$ cat src/rtl/coldrv_pkg.sv
package coldrv_pkg;

    localparam int unsigned LANES_DEF = 4;
    localparam int unsigned DEPTH_DEF = 16;

    typedef enum logic {
        DIR_LEFT  = 1'b0,
        DIR_RIGHT = 1'b1
    } shift_dir_e;

    typedef struct packed {
        logic blank;
        logic pol_n;
    } out_ctrl_t;

    typedef struct packed {
        logic       step;
        logic       load;
        shift_dir_e dir;
    } shift_cmd_t;

    // Level for one column given the held bit and output controls.
    function automatic logic column_level(input logic held, input out_ctrl_t ctl);
        logic lvl;
        if (ctl.blank) begin
            lvl = ctl.pol_n;
        end else begin
            lvl = ctl.pol_n ? held : ~held;
        end
        return lvl;
    endfunction

    // Next contents of one lane chain.
    function automatic logic [DEPTH_DEF-1:0] lane_next(
        input logic [DEPTH_DEF-1:0] cur,
        input shift_dir_e           dir,
        input logic                 head_in,
        input logic                 tail_in
    );
        logic [DEPTH_DEF-1:0] nxt;
        if (dir == DIR_RIGHT) begin
            nxt = {cur[DEPTH_DEF-2:0], head_in};
        end else begin
            nxt = {tail_in, cur[DEPTH_DEF-1:1]};
        end
        return nxt;
    endfunction

endpackage

$ cat src/rtl/coldrv_edge_detect.sv
module coldrv_edge_detect (
    input  logic clk,
    input  logic rst,
    input  logic sig_n,
    output logic fall
);
    logic prev_q;

    always_ff @(posedge clk) begin
        if (rst) begin
            prev_q <= 1'b1;
        end else begin
            prev_q <= sig_n;
        end
    end

    assign fall = prev_q & ~sig_n;
endmodule

$ cat src/rtl/coldrv_shift_chain.sv
module coldrv_shift_chain
    import coldrv_pkg::*;
#(
    parameter int unsigned LANES = LANES_DEF,
    parameter int unsigned DEPTH = DEPTH_DEF,
    localparam int unsigned W    = LANES * DEPTH
) (
    input  logic             clk,
    input  logic             rst,
    input  shift_cmd_t       cmd,
    input  logic [LANES-1:0] head_in,
    input  logic [LANES-1:0] tail_in,
    output logic [LANES-1:0] head_out,
    output logic [LANES-1:0] tail_out,
    output logic [W-1:0]     stages
);
    for (genvar j = 0; j < LANES; j++) begin : g_lane
        logic [DEPTH-1:0] chain_q;
        logic [DEPTH-1:0] chain_d;

        always_comb begin
            if (cmd.dir == DIR_RIGHT) begin
                chain_d = {chain_q[DEPTH-2:0], head_in[j]};
            end else begin
                chain_d = {tail_in[j], chain_q[DEPTH-1:1]};
            end
        end

        always_ff @(posedge clk) begin
            if (rst) begin
                chain_q <= '0;
            end else if (cmd.step) begin
                chain_q <= chain_d;
            end
        end

        assign head_out[j] = chain_q[0];
        assign tail_out[j] = chain_q[DEPTH-1];

        for (genvar s = 0; s < DEPTH; s++) begin : g_map
            assign stages[s*LANES + j] = chain_q[s];
        end
    end
endmodule

$ cat src/rtl/coldrv_hold_reg.sv
module coldrv_hold_reg
    import coldrv_pkg::*;
#(
    parameter int unsigned W = LANES_DEF * DEPTH_DEF
) (
    input  logic         clk,
    input  logic         rst,
    input  shift_cmd_t   cmd,
    input  logic [W-1:0] stages,
    output logic [W-1:0] held
);
    always_ff @(posedge clk) begin
        if (rst) begin
            held <= '0;
        end else if (cmd.step && cmd.load) begin
            held <= stages;
        end
    end
endmodule

$ cat src/rtl/coldrv_out_stage.sv
module coldrv_out_stage
    import coldrv_pkg::*;
#(
    parameter int unsigned W = LANES_DEF * DEPTH_DEF
) (
    input  logic [W-1:0] held,
    input  out_ctrl_t    ctl,
    output logic [W-1:0] cols
);
    for (genvar i = 0; i < W; i++) begin : g_col
        assign cols[i] = column_level(held[i], ctl);
    end
endmodule

$ cat src/rtl/column_driver_core.sv
module column_driver_core
    import coldrv_pkg::*;
#(
    parameter int unsigned LANES = LANES_DEF,
    parameter int unsigned DEPTH = DEPTH_DEF,
    localparam int unsigned W    = LANES * DEPTH
) (
    input  logic             clk,
    input  logic             rst,
    input  logic             shift_clk_n,
    input  logic             dir_right,
    input  logic             latch_en,
    input  logic             blank,
    input  logic             pol_n,
    input  logic [LANES-1:0] port_a_i,
    input  logic [LANES-1:0] port_b_i,
    output logic [LANES-1:0] port_a_o,
    output logic [LANES-1:0] port_b_o,
    output logic [W-1:0]     col_out
);
    logic       shift_evt;
    shift_cmd_t cmd;
    out_ctrl_t  ctl;
    logic [W-1:0] stage_vec;
    logic [W-1:0] latch_q;

    coldrv_edge_detect u_edge (
        .clk   (clk),
        .rst   (rst),
        .sig_n (shift_clk_n),
        .fall  (shift_evt)
    );

    always_comb begin
        cmd.step = shift_evt;
        cmd.load = latch_en;
        cmd.dir  = dir_right ? DIR_RIGHT : DIR_LEFT;
        ctl.blank = blank;
        ctl.pol_n = pol_n;
    end

    coldrv_shift_chain #(.LANES(LANES), .DEPTH(DEPTH)) u_chain (
        .clk      (clk),
        .rst      (rst),
        .cmd      (cmd),
        .head_in  (port_a_i),
        .tail_in  (port_b_i),
        .head_out (port_a_o),
        .tail_out (port_b_o),
        .stages   (stage_vec)
    );

    coldrv_hold_reg #(.W(W)) u_hold (
        .clk    (clk),
        .rst    (rst),
        .cmd    (cmd),
        .stages (stage_vec),
        .held   (latch_q)
    );

    coldrv_out_stage #(.W(W)) u_out (
        .held (latch_q),
        .ctl  (ctl),
        .cols (col_out)
    );
endmodule


$ cat config.mk
export PLATFORM = sky130hd
export DESIGN_NAME = column_driver_core
export DESIGN_NICKNAME = d
export VERILOG_FILES = /design/src/rtl/coldrv_pkg.sv /design/src/rtl/coldrv_edge_detect.sv /design/src/rtl/coldrv_shift_chain.sv /design/src/rtl/coldrv_hold_reg.sv /design/src/rtl/coldrv_out_stage.sv /design/src/rtl/column_driver_core.sv
export SDC_FILE = /design/constraint.sdc
export NUM_CORES = 1
export LEC_CHECK = 0
export ABC_AREA = 1
export BUFFER_PORTS_ARGS = -buffer_cell sky130_fd_sc_hd__buf_2
export CORE_MARGIN = 3
export CORE_UTILIZATION = 45
export CTS_CLUSTER_SIZE = 16
export DETAILED_ROUTE_END_ITERATION = 6
export GPL_ROUTABILITY_DRIVEN = 0
export PLACE_DENSITY = 0.69
export SLEW_MARGIN = 30
export SYNTH_ARGS = -nofsm -noshare
export SYNTH_HDL_FRONTEND = slang
export SYNTH_SLANG_ARGS = --single-unit
$ cat constraint.sdc
create_clock -name clk -period 1.95 [get_ports clk]
set_input_delay 0 -clock clk [delete_from_list [all_inputs] [get_ports clk]]
set_output_delay 0 -clock clk [all_outputs]
set_load 0.03 [all_outputs]
==> parameters.txt, run 1 <==
Parameter                              Value

Outcome
  Outcome ... completed

Synth
  Cell count after synthesis ... 1378
  Share of synthesized area occupied by flip-flops and latches ... 34.7%
  Synthesized area per cell ... 5.41 sq um
  Yosys top cell area share ... 34.7%
  Commonest cells post-synth ... sky130_fd_sc_hd__nand2_1 (643), sky130_fd_sc_hd__nor2_1 (256), sky130_fd_sc_hd__inv_1 (194), sky130_fd_sc_hd__dfxtp_1 (129), sky130_fd_sc_hd__nand3_1 (65)
  Most used flip-flop cell after synthesis ... sky130_fd_sc_hd__dfxtp_1
  Nets in the synthesized netlist ... 1393
  Synth area leader ... sky130_fd_sc_hd__dfxtp_1
  Count of flip-flops with a built-in enable after synthesis ... 0
  Synthesis warning total ... 0
  Number of synthesized register bits ... 129
  Largest cells by area after synthesis ... sky130_fd_sc_hd__dfxtp_1 (35%), sky130_fd_sc_hd__nand2_1 (32%), sky130_fd_sc_hd__nor2_1 (13%)
  Netlist cell types ... 11
  Cell area after technology mapping ... 7450 sq um
  Library cell with the highest instance count after synthesis ... sky130_fd_sc_hd__nand2_1
  FFs w/ async S/R, synth ... 0%

Routing
  Number of search-and-repair iterations in the first detailed-routing pass ... 4
  DR WL/cell ... 10.9 um
  Number of DRC markers after the initial detailed-route iteration ... 546
  Post-detailed-routing wire length ... 17900 um
  Count of nets left with antenna violations after detail routing ... 0
  DRC viols ... 0
  Number of vias after detailed routing ... 7409
  Detail-routed via count per cell ... 4.49

Critical path
  Data required time at the worst endpoint ... 2.26 ns
  Worst Setup Path Type ... reg2reg
  Ordered list of cells on the worst path ... inv_1, nor2_4, buf_4, nand2_1, nor2_1, nor2_1
  Crit-path max FO ... 35
  Library cell appearing most often on the critical path ... sky130_fd_sc_hd__nor2_1
  Cells on worst reg2reg path ... 6
  Worst Path Arrival ... 1.62 ns
  Category of the worst setup path capture point ... register
  Longest individual stage delay on the worst path ... 0.40 ns
  Slowest stage cell, crit path ... sky130_fd_sc_hd__dfxtp_1
  Startpoint types ... register

Cells and area
  Area growth syn-to-layout ... 15.9%
  Number of nets in the layout ... 1437
  Antenna diode instance count ... 0
  FILL cells ... 1621
  Fraction of final layout cells with drive strength greater than 1 ... 9.55%
  Final standard cell count with taps included and fillers excluded ... 1651
  Final standard cell utilization of the core ... 53.8%

Pwr
  Share of total power in the clock network ... 41.4%
  Portion of total power attributed to combinational logic ... 19.3%
  Post-layout total power ... 7.58 mW
  Worst IR drop on VDD ... 0.612 mV
  Power dissipated by switching net loads ... 2.28 mW
  Power per cell area ... 878 nW/um^2
  Sequential fraction of design power ... 39.4%
  Static leakage ... 5.26 nW
  Internal cell power ... 5.30 mW
  Switching part of the total power ... 30.1%

Timing
  Setup repair after global routing missed its margin ... no
  Worst-Margin Slew ... 0.698 ns
  Normalized max-slew margin ... 53.4%
  Hold violation count in the final report ... 0
  Maximum operating frequency ... 0.763 GHz
  Final-report setup violation count ... 0
  Clock period minus final worst setup slack ... 1.31 ns
  Setup TNS ... 0 ns
  Worst Skew ... 0.00820 ns
  Max-slew violation total from the final report ... 0
  Share of the cycle needed by the critical path after routing ... 67.2%

Clocking
  Clock slew at the register clock pins of the worst setup and hold paths ... 0.05 ns
  Number of setup buffers added after CTS ... 0
  CTS root buf ... sky130_fd_sc_hd__clkbuf_16
  Clock Sink Count ... 129
  Total CTS buffers ... 17
  Number of buffers between clock root and the deepest sink ... 2
  TritonCTS clock tree ... yes
  Clk Latency, worst-skew pair ... 0.42 ns
  Number of H-tree branching levels ... 4

Global route
  Number of global-route vias before repair ... 6584
  Wire length of the first global-routing pass ... 30600 um
  Initial antenna violation count ... 0
  Largest net degree at the start of global routing ... 69
  Total routing resource utilization after global routing ... 20.1%
  Final global-route overflow total ... 0

Floorplan
  Width of the die ... 135 um
  Y dimension of the die ... 135 um
  Die Outline Area ... 18100 sq um
  IO Pins ... 87
  Starting density of the core ... 46.4%
  Core box area ... 16100 sq um
  Row count ... 46

Flow run
  Max Cap Violations ... 0

Worst hold path
  Worst hold path depth ... 4
  Class of the tightest hold or removal check ... in2reg

Placement
  Post-DP HPWL ... 10900 um
  Buffers on Ports ... 86
  Total instance count after detailed placement ... 1610
-- power groups by stage --
stage | clock [mW] | sequential, mW | combinational [mW]
floorplan | 0 | 2.98 | 1.15
global placement | 0 | 3.03 | 1.44
detailed placement | 0 | 3.04 | 1.45
CTS | 3.18 | 2.98 | 1.48
global route | 3.29 | 3.01 | 1.67
finish | 3.14 | 2.98 | 1.46
-- per-layer routing --
metal / wire length (um) / track usage [%] / vias up
li1: - / - / 4034
met1: 8810 / 26.8 / 3242
met2: 8320 / 33.4 / 116
met3: 579 / 3.43 / 17
met4: 213 / 6.00 / 0
met5: 0 / 0 / -
-- final timing paths --
| kind | from | endpoint | slack (ns) |
|---|---|---|---|
| worst max-delay path | u_edge.prev_q | u_chain.g_lane[0].chain_q[1] | 0.64 |
| worst min-delay path | rst | u_edge.prev_q | 0.11 |
| worst max register to register | u_edge.prev_q | u_chain.g_lane[0].chain_q[1] | 0.64 |
| worst min register to register | u_chain.g_lane[2].chain_q[12] | u_hold.held[50] | 0.52 |
-- logic make-up after synthesis --
| logic type | share of synthesized area, % |
|---|---|
| buf+inv | 15.6 |
| flops | 34.7 |
| simple gates | 49.8 |
-- worst max-delay path, delay by kind of cell (launching register included) --
kind / cells / cell delay [ns]
buffers and inverters: 2 / 0.44
AND/OR/NAND/NOR: 4 / 0.35
flip-flops: 1 / 0.40
-- metrics by stage --
step           hold WS, ns  worst slack (ns)  area, sq um
6_report             0.115             0.639         8630
5_1_grt              0.131             0.514         8630
4_1_cts             0.0923             0.634         8630
3_5_place_dp         0.296             0.650         7960
3_3_place_gp         0.302             0.691         7960
2_1_floorplan       0.0879             0.880         7450
-- registers in the layout (all words and copies together), names as in the netlist --
| name | flops |
|---|---|
| u_edge.prev_q | 1 |
| u_chain.g_lane.chain_q | 64 |
| u_hold.held | 64 |
-- timing repair --
action                                 4_1_cts  5_1_grt
gates resized for setup                      0        0
hold buffers                                 9        0
endpoints found under the hold margin        9        0
-- layout make-up --
type                            count  area, sq um  area share, %
Sequential cell                   129         2580           29.9
Multi-Input combinational cell    965         3730           43.2
Clock inverter                      5         75.1          0.870
Inverter                          198          744           8.62
Clock buffer                       27          503           5.83
Tap cell                          216          270           3.13
Timing Repair Buffer              111          728           8.44
-- cell usage in the layout (no fill, tap or decap) --
cell,n
sky130_fd_sc_hd__buf_2,86
sky130_fd_sc_hd__dfxtp_1,129
sky130_fd_sc_hd__dlygate4sd3_1,9
sky130_fd_sc_hd__buf_12,7
sky130_fd_sc_hd__nand2_2,2
sky130_fd_sc_hd__clkinv_2,4
sky130_fd_sc_hd__inv_2,4
sky130_fd_sc_hd__nand3_4,1
sky130_fd_sc_hd__clkbuf_8,4
sky130_fd_sc_hd__nand2_1,641
sky130_fd_sc_hd__inv_1,193
sky130_fd_sc_hd__nor2_1,256
sky130_fd_sc_hd__nand3_1,64
sky130_fd_sc_hd__clkbuf_16,17
sky130_fd_sc_hd__clkbuf_1,6
sky130_fd_sc_hd__bufinv_16,2
sky130_fd_sc_hd__buf_4,9
sky130_fd_sc_hd__nor2_4,1
No activity file was read; power rests on OpenSTA's default activity.
==> inputs of run 2 (changes only) <==
- PLACE_DENSITY: 0.69 -> 0.72
- clock period: 1.95 -> 1.1 ns (I/O delays scaled with it)
==> run 2 against run 1 <==
The flow now finishes with violations (negative setup slack). Largest cell class unchanged. Flip-flop and latch count unchanged. Clock power up 110%. Cell count up 5.8%.
==> parameters.txt, run 2 (synthesis gave the netlist of run 1 again) <==
Parameter                              Value

Cells and area
  FF+latch area ... 2670 sq um
  Most used cells in the layout excluding fill and tap cells ... sky130_fd_sc_hd__nand2_1 (536), sky130_fd_sc_hd__nor2_1 (215), sky130_fd_sc_hd__inv_1 (129), sky130_fd_sc_hd__nand2_2 (92), sky130_fd_sc_hd__buf_6 (71)
  FILL cells ... 1243
  Post-route cell area ... 11000 sq um
  Area growth syn-to-layout ... 48.0%
  Top flop regs ... u_chain.g_lane.chain_q: 64 flops, u_hold.held: 64 flops, u_edge.prev_q: 1 flops
  Number of nets in the layout ... 1533
  Area of the multi-input gates ... 4320 sq um
  Antenna diode instance count ... 0
  Fraction of final layout cells with drive strength greater than 1 ... 35.5%
  Final standard cell count with taps included and fillers excluded ... 1747
  Leading cell type in the layout, fill and taps excluded ... sky130_fd_sc_hd__nand2_1

Critical path
  Endpoint of the worst register-to-register path ... u_hold.held[62]
  Data required time at the worst endpoint ... 1.42 ns
  Worst Setup Path Type ... reg2reg
  Worst reg2reg path startpoint ... u_edge.prev_q
  Worst setup startpoint ... u_edge.prev_q
  Register-to-register setup slack ... -0.16 ns
  Worst Path Arrival ... 1.58 ns
  Startpoint types ... register
  Crit-path max FO ... 12
  Category of the worst setup path capture point ... register
  Cells on worst reg2reg path ... 6
  Critical path destination ... u_hold.held[62]

Floorplan
  Row count ... 46
  IO Pins ... 87
  Die Outline Area ... 18100 sq um
  Y dimension of the die ... 135 um
  Core box area ... 16100 sq um
  Width of the die ... 135 um
  Starting density of the core ... 46.4%

Routing
  Count of nets left with antenna violations after detail routing ... 0
  Number of DRC markers after the initial detailed-route iteration ... 555
  Detail-routed via count per cell ... 4.82
  DRC viols ... 0
  Number of search-and-repair iterations in the first detailed-routing pass ... 5
  DR WL/cell ... 13.5 um
  Number of vias after detailed routing ... 8428
  Post-detailed-routing wire length ... 23700 um

Timing
  Max-slew violation total from the final report ... 0
  Normalized max-slew margin ... 75.5%
  Final-report setup violation count ... 183
  Minimum setup slack in the final design ... -0.162 ns
  Setup repair after global routing missed its margin ... yes
  Clock period minus final worst setup slack ... 1.26 ns
  Worst-Margin Slew ... 0.368 ns
  Maximum operating frequency ... 0.792 GHz
  Share of the cycle needed by the critical path after routing ... 115%
  Hold violation count in the final report ... 0
  Worst Skew ... 0.00700 ns

Global route
  Largest net degree at the start of global routing ... 77
  Number of global-route vias before repair ... 7520
  Initial antenna violation count ... 0
  Final global-route overflow total ... 0
  Wire length of the first global-routing pass ... 35200 um
  Total routing resource utilization after global routing ... 23.5%

Clocking
  Number of buffers between clock root and the deepest sink ... 2
  Clk Latency, worst-skew pair ... 0.43 ns
  TritonCTS clock tree ... yes
  Total CTS buffers ... 17
  Number of H-tree branching levels ... 4
  Clock Sink Count ... 129
  Clock slew at the register clock pins of the worst setup and hold paths ... 0.06 ns
  CTS root buf ... sky130_fd_sc_hd__clkbuf_16

Worst hold path
  Startpoint of the lowest-slack hold path ... dir_right
  Class of the tightest hold or removal check ... in2reg

Placement
  Total instance count after detailed placement ... 1620
  Post-Place Worst Slack ... -0.108 ns
  Placed cell areas ... 8190 sq um
  Buffers on Ports ... 86
  Post-DP HPWL ... 11400 um

Pwr
  Static leakage ... 6.15 nW
  Worst IR drop on VDD ... 1.08 mV
  Power per cell area ... 1430 nW/um^2

Outcome
  Failing checks ... negative setup slack
  Outcome ... finished, violations left

Flow run
  Max Cap Violations ... 0
[run 2: how the worst min path moves through the flow]
stage,end,slack (ns),cells after the start
2_1_floorplan,u_edge.prev_q,0.09,2
3_5_place_dp,u_edge.prev_q,0.28,3
5_1_grt,u_hold.held[8],0.13,5
3_3_place_gp,u_edge.prev_q,0.27,3
6_report,u_chain.g_lane[1].chain_q[2],0.10,6
4_1_cts,u_hold.held[9],0.09,5
[run 2: timing repair]
item	in CTS	in global routing
pin swaps	5	35
setup endpoints to repair	163	195
gates cloned	8	10
gates resized for setup	289	184
setup buffers	47	22
hold buffers	9	0
hold endpoints to repair	9	0
[run 2: where the power goes]
group          total [mW]  leakage, nW  switching [mW]  internal, mW
clock                6.45        0.332            2.15          4.31
combinational        3.91         4.73            2.25          1.66
sequential           5.37         1.09           0.333          5.04
[run 2: stage by stage]
step	TNS [ns]	hold slack [ns]	util [%]	power (mW)
4_1_cts	-5.51	0.0875	63.0	15.2
5_1_grt	-22.71	0.126	68.6	16.3
3_5_place_dp	-3.59	0.281	51.0	8.07
6_report	-12.49	0.105	68.6	15.7
3_3_place_gp	-1.55	0.268	51.0	8.03
2_1_floorplan	0	0.0879	-	7.33
[run 2: per-layer routing]
metal | GRT usage, % | wire (um) | vias to the layer above
met5 | 0 | 0 | -
met4 | 6.67 | 412 | 0
met3 | 4.14 | 1100 | 41
met2 | 40.9 | 11700 | 233
met1 | 29.9 | 10400 | 3899
li1 | - | - | 4255
[run 2: area by class of cell]
| class | instances | share of cell area, % |
|---|---|---|
| Tap cell | 216 | 2.45 |
| Clock buffer | 22 | 4.48 |
| Inverter | 198 | 6.75 |
| Sequential cell | 129 | 24.2 |
| Timing Repair Buffer | 207 | 21.3 |
| Multi-Input combinational cell | 965 | 39.2 |
| Clock inverter | 10 | 1.61 |
[run 2: worst max-delay path, cell delays in order, from the launching register on]
cell and delay, ns:
sky130_fd_sc_hd__dfxtp_2 0.36, sky130_fd_sc_hd__buf_6 0.11, sky130_fd_sc_hd__nand3_4 0.12, sky130_fd_sc_hd__buf_6 0.18, sky130_fd_sc_hd__clkbuf_16 0.18, sky130_fd_sc_hd__nor2_1 0.12, sky130_fd_sc_hd__nor2_1 0.06
==> inputs of run 3 (changes only) <==
--- a/config.mk
+++ b/config.mk
@@ -13,3 +13,2 @@
 export DETAILED_ROUTE_END_ITERATION = 6
-export GPL_ROUTABILITY_DRIVEN = 0
 export PLACE_DENSITY = 0.72
@@ -19 +18,2 @@
 export SYNTH_SLANG_ARGS = --single-unit
+export TNS_END_PERCENT = 20
==> constraint.sdc (replaced) <==
create_clock -name clk -period 1.1 [get_ports clk]
set_input_delay 0.11 -clock clk [delete_from_list [all_inputs] [get_ports clk]]
set_output_delay 0.11 -clock clk [all_outputs]
set_load 0.03 [all_outputs]
==> run 3 against run 2 <==
The run still ends with negative setup slack left. Core utilization shrank 7.0 points. Count of clock-buffer cells in the layout rose by 2. Fmax is 0.70% lower. Critical path depth decreased by 1. Non-clock buffer count fell by 48. Sequential share of layout area increased by 2.8 points. Cell count is 2.9% lower. Critical path type is now reg2out. Critical endpoint is now col_out[37]. Largest cell class unchanged.
==> parameters.txt, run 3 (synthesis gave the netlist of run 1 again) <==
Parameter                              Value

Placement
  Buffers on Ports ... 86
  Post-DP HPWL ... 11900 um
  Post-Place Worst Slack ... -0.0957 ns
  Gpl congestion ... 0.799
  Total instance count after detailed placement ... 1630

Worst hold path
  Class of the tightest hold or removal check ... in2reg
  Startpoint of the lowest-slack hold path ... port_b_i[0]

Cells and area
  Top flop regs ... u_chain.g_lane.chain_q: 64 flops, u_hold.held: 64 flops, u_edge.prev_q: 1 flops
  FILL cells ... 1460
  Most used cells in the layout excluding fill and tap cells ... sky130_fd_sc_hd__nand2_1 (599), sky130_fd_sc_hd__nor2_1 (248), sky130_fd_sc_hd__inv_1 (128), sky130_fd_sc_hd__dfxtp_2 (72)
  Number of nets in the layout ... 1485
  Final standard cell count with taps included and fillers excluded ... 1697
  Fraction of final layout cells with drive strength greater than 1 ... 27.2%
  FF+latch area ... 2680 sq um
  Antenna diode instance count ... 0
  Area growth syn-to-layout ... 33.0%
  Final standard cell utilization of the core ... 61.7%
  Leading cell type in the layout, fill and taps excluded ... sky130_fd_sc_hd__nand2_1
  Area of the multi-input gates ... 3970 sq um

Global route
  Grt peak-use layer ... met2
  Global routing met3 resource utilization ... 4.36%
  Number of global-route vias before repair ... 7280
  Final global-route overflow total ... 0
  Initial antenna violation count ... 0
  Met1 Resource Use GR ... 28.0%
  Wire length of the first global-routing pass ... 33500 um
  Global-route track usage on met2 ... 38.7%
  Largest net degree at the start of global routing ... 49
  Total routing resource utilization after global routing ... 22.2%

Timing
  Clock period minus final worst setup slack ... 1.27 ns
  Share of the cycle needed by the critical path after routing ... 116%
  Worst-Margin Slew ... 0.429 ns
  Worst Skew ... 0.00646 ns
  Minimum setup slack in the final design ... -0.171 ns
  Hold violation count in the final report ... 0
  Maximum operating frequency ... 0.787 GHz
  Normalized max-slew margin ... 71.4%
  Setup repair after global routing missed its margin ... yes
  Max-slew violation total from the final report ... 0
  Worst hold margin ... 0.00157 ns
  Final-report setup violation count ... 71

Routing
  Post-detailed-routing wire length ... 19700 um
  DR WL/cell ... 11.6 um
  Number of search-and-repair iterations in the first detailed-routing pass ... 4
  DRC viols ... 0
  Number of vias after detailed routing ... 7824
  Number of DRC markers after the initial detailed-route iteration ... 459
  Count of nets left with antenna violations after detail routing ... 0
  Detail-routed via count per cell ... 4.61

Floorplan
  Y dimension of the die ... 135 um
  Starting density of the core ... 46.4%
  Width of the die ... 135 um
  IO Pins ... 87
  Core box area ... 16100 sq um
  Die Outline Area ... 18100 sq um
  Row count ... 46

Pwr
  Sequential fraction of design power ... 38.0%
  Power dissipated by switching net loads ... 4.36 mW
  Static leakage ... 5.75 nW
  Portion of total power attributed to combinational logic ... 23.6%
  Worst IR drop on VDD ... 1.19 mV
  Power per cell area ... 1420 nW/um^2
  Internal cell power ... 9.75 mW
  Switching part of the total power ... 30.9%
  Share of total power in the clock network ... 38.4%

Critical path
  Category of the worst setup path capture point ... output pin
  Startpoint types ... register
  Worst setup startpoint ... u_hold.held[37]
  Worst reg2reg path startpoint ... u_edge.prev_q
  Worst Path Arrival ... 1.16 ns
  Data required time at the worst endpoint ... 0.99 ns
  Crit-path max FO ... 2
  Worst Setup Path Type ... reg2out

Clocking
  Clock Sink Count ... 129
  TritonCTS clock tree ... yes
  Clock slew at the register clock pins of the worst setup and hold paths ... 0.06 ns
  Clk Latency, worst-skew pair ... 0.42 ns
  Total CTS buffers ... 17
  Number of buffers between clock root and the deepest sink ... 2
  CTS root buf ... sky130_fd_sc_hd__clkbuf_16
  Number of H-tree branching levels ... 4

Outcome
  Outcome ... finished, violations left
  Failing checks ... negative setup slack

Flow run
  Max Cap Violations ... 0
## run 3: metrics by stage
| stage | TNS, ns | power [mW] | instance area, sq um |
|---|---|---|---|
| detailed placement | -2.84 | 8.12 | 8290 |
| CTS | -8.09 | 14.0 | 9630 |
| floorplan | 0 | 7.33 | 7450 |
| global placement | -0.926 | 8.07 | 8290 |
| global route | -14.64 | 14.8 | 9900 |
| finish | -7.70 | 14.1 | 9900 |
## run 3: critical path, cell delays in order (launching register included)
cell                      delay [ns]
sky130_fd_sc_hd__dfxtp_2        0.33
sky130_fd_sc_hd__inv_2          0.04
sky130_fd_sc_hd__nand2_2        0.07
sky130_fd_sc_hd__nand3_2        0.09
sky130_fd_sc_hd__nand2_2        0.09
sky130_fd_sc_hd__buf_6          0.12
## run 3: area by class of cell
type,count,share of cell area [%]
timing repair buffer,159,17.0
clock buffer,24,5.07
multi-input combinational,965,40.1
inverter,198,7.52
tap,216,2.73
sequential,129,27.0
clock inverter,6,0.556
## run 3: repair_timing
item,CTS,global route
hold endpoints to repair,3,0
gates cloned,0,0
pin swaps,7,7
hold buffers,3,0
resized for setup,296,57
endpoints found under the setup margin,151,157
setup buffers,22,12
## run 3: path summary, 6_finish.rpt
kind                                                      end  slack (ns)  cells after the start
worst max-delay path                              col_out[37]       -0.17                      5
worst min-delay path            u_chain.g_lane[0].chain_q[15]       0.002                      5
worst max register to register   u_chain.g_lane[1].chain_q[5]       -0.02                      6
worst min register to register                 u_hold.held[0]        0.51                      2
## run 3: layer usage
metal | share of wire, % | routed length (um)
met1 | 46 | 9110
met2 | 49 | 9590
met3 | 4.1 | 803
met4 | 1.1 | 218
met5 | 0 | 0
## run 3: power by group through the flow
stage / clock, mW / sequential [mW] / combinational, mW
6_report: 5.42 / 5.36 / 3.33
5_1_grt: 5.68 / 5.40 / 3.70
4_1_cts: 5.49 / 5.35 / 3.20
3_5_place_dp: 0 / 5.38 / 2.73
3_3_place_gp: 0 / 5.38 / 2.70
2_1_floorplan: 0 / 5.29 / 2.04
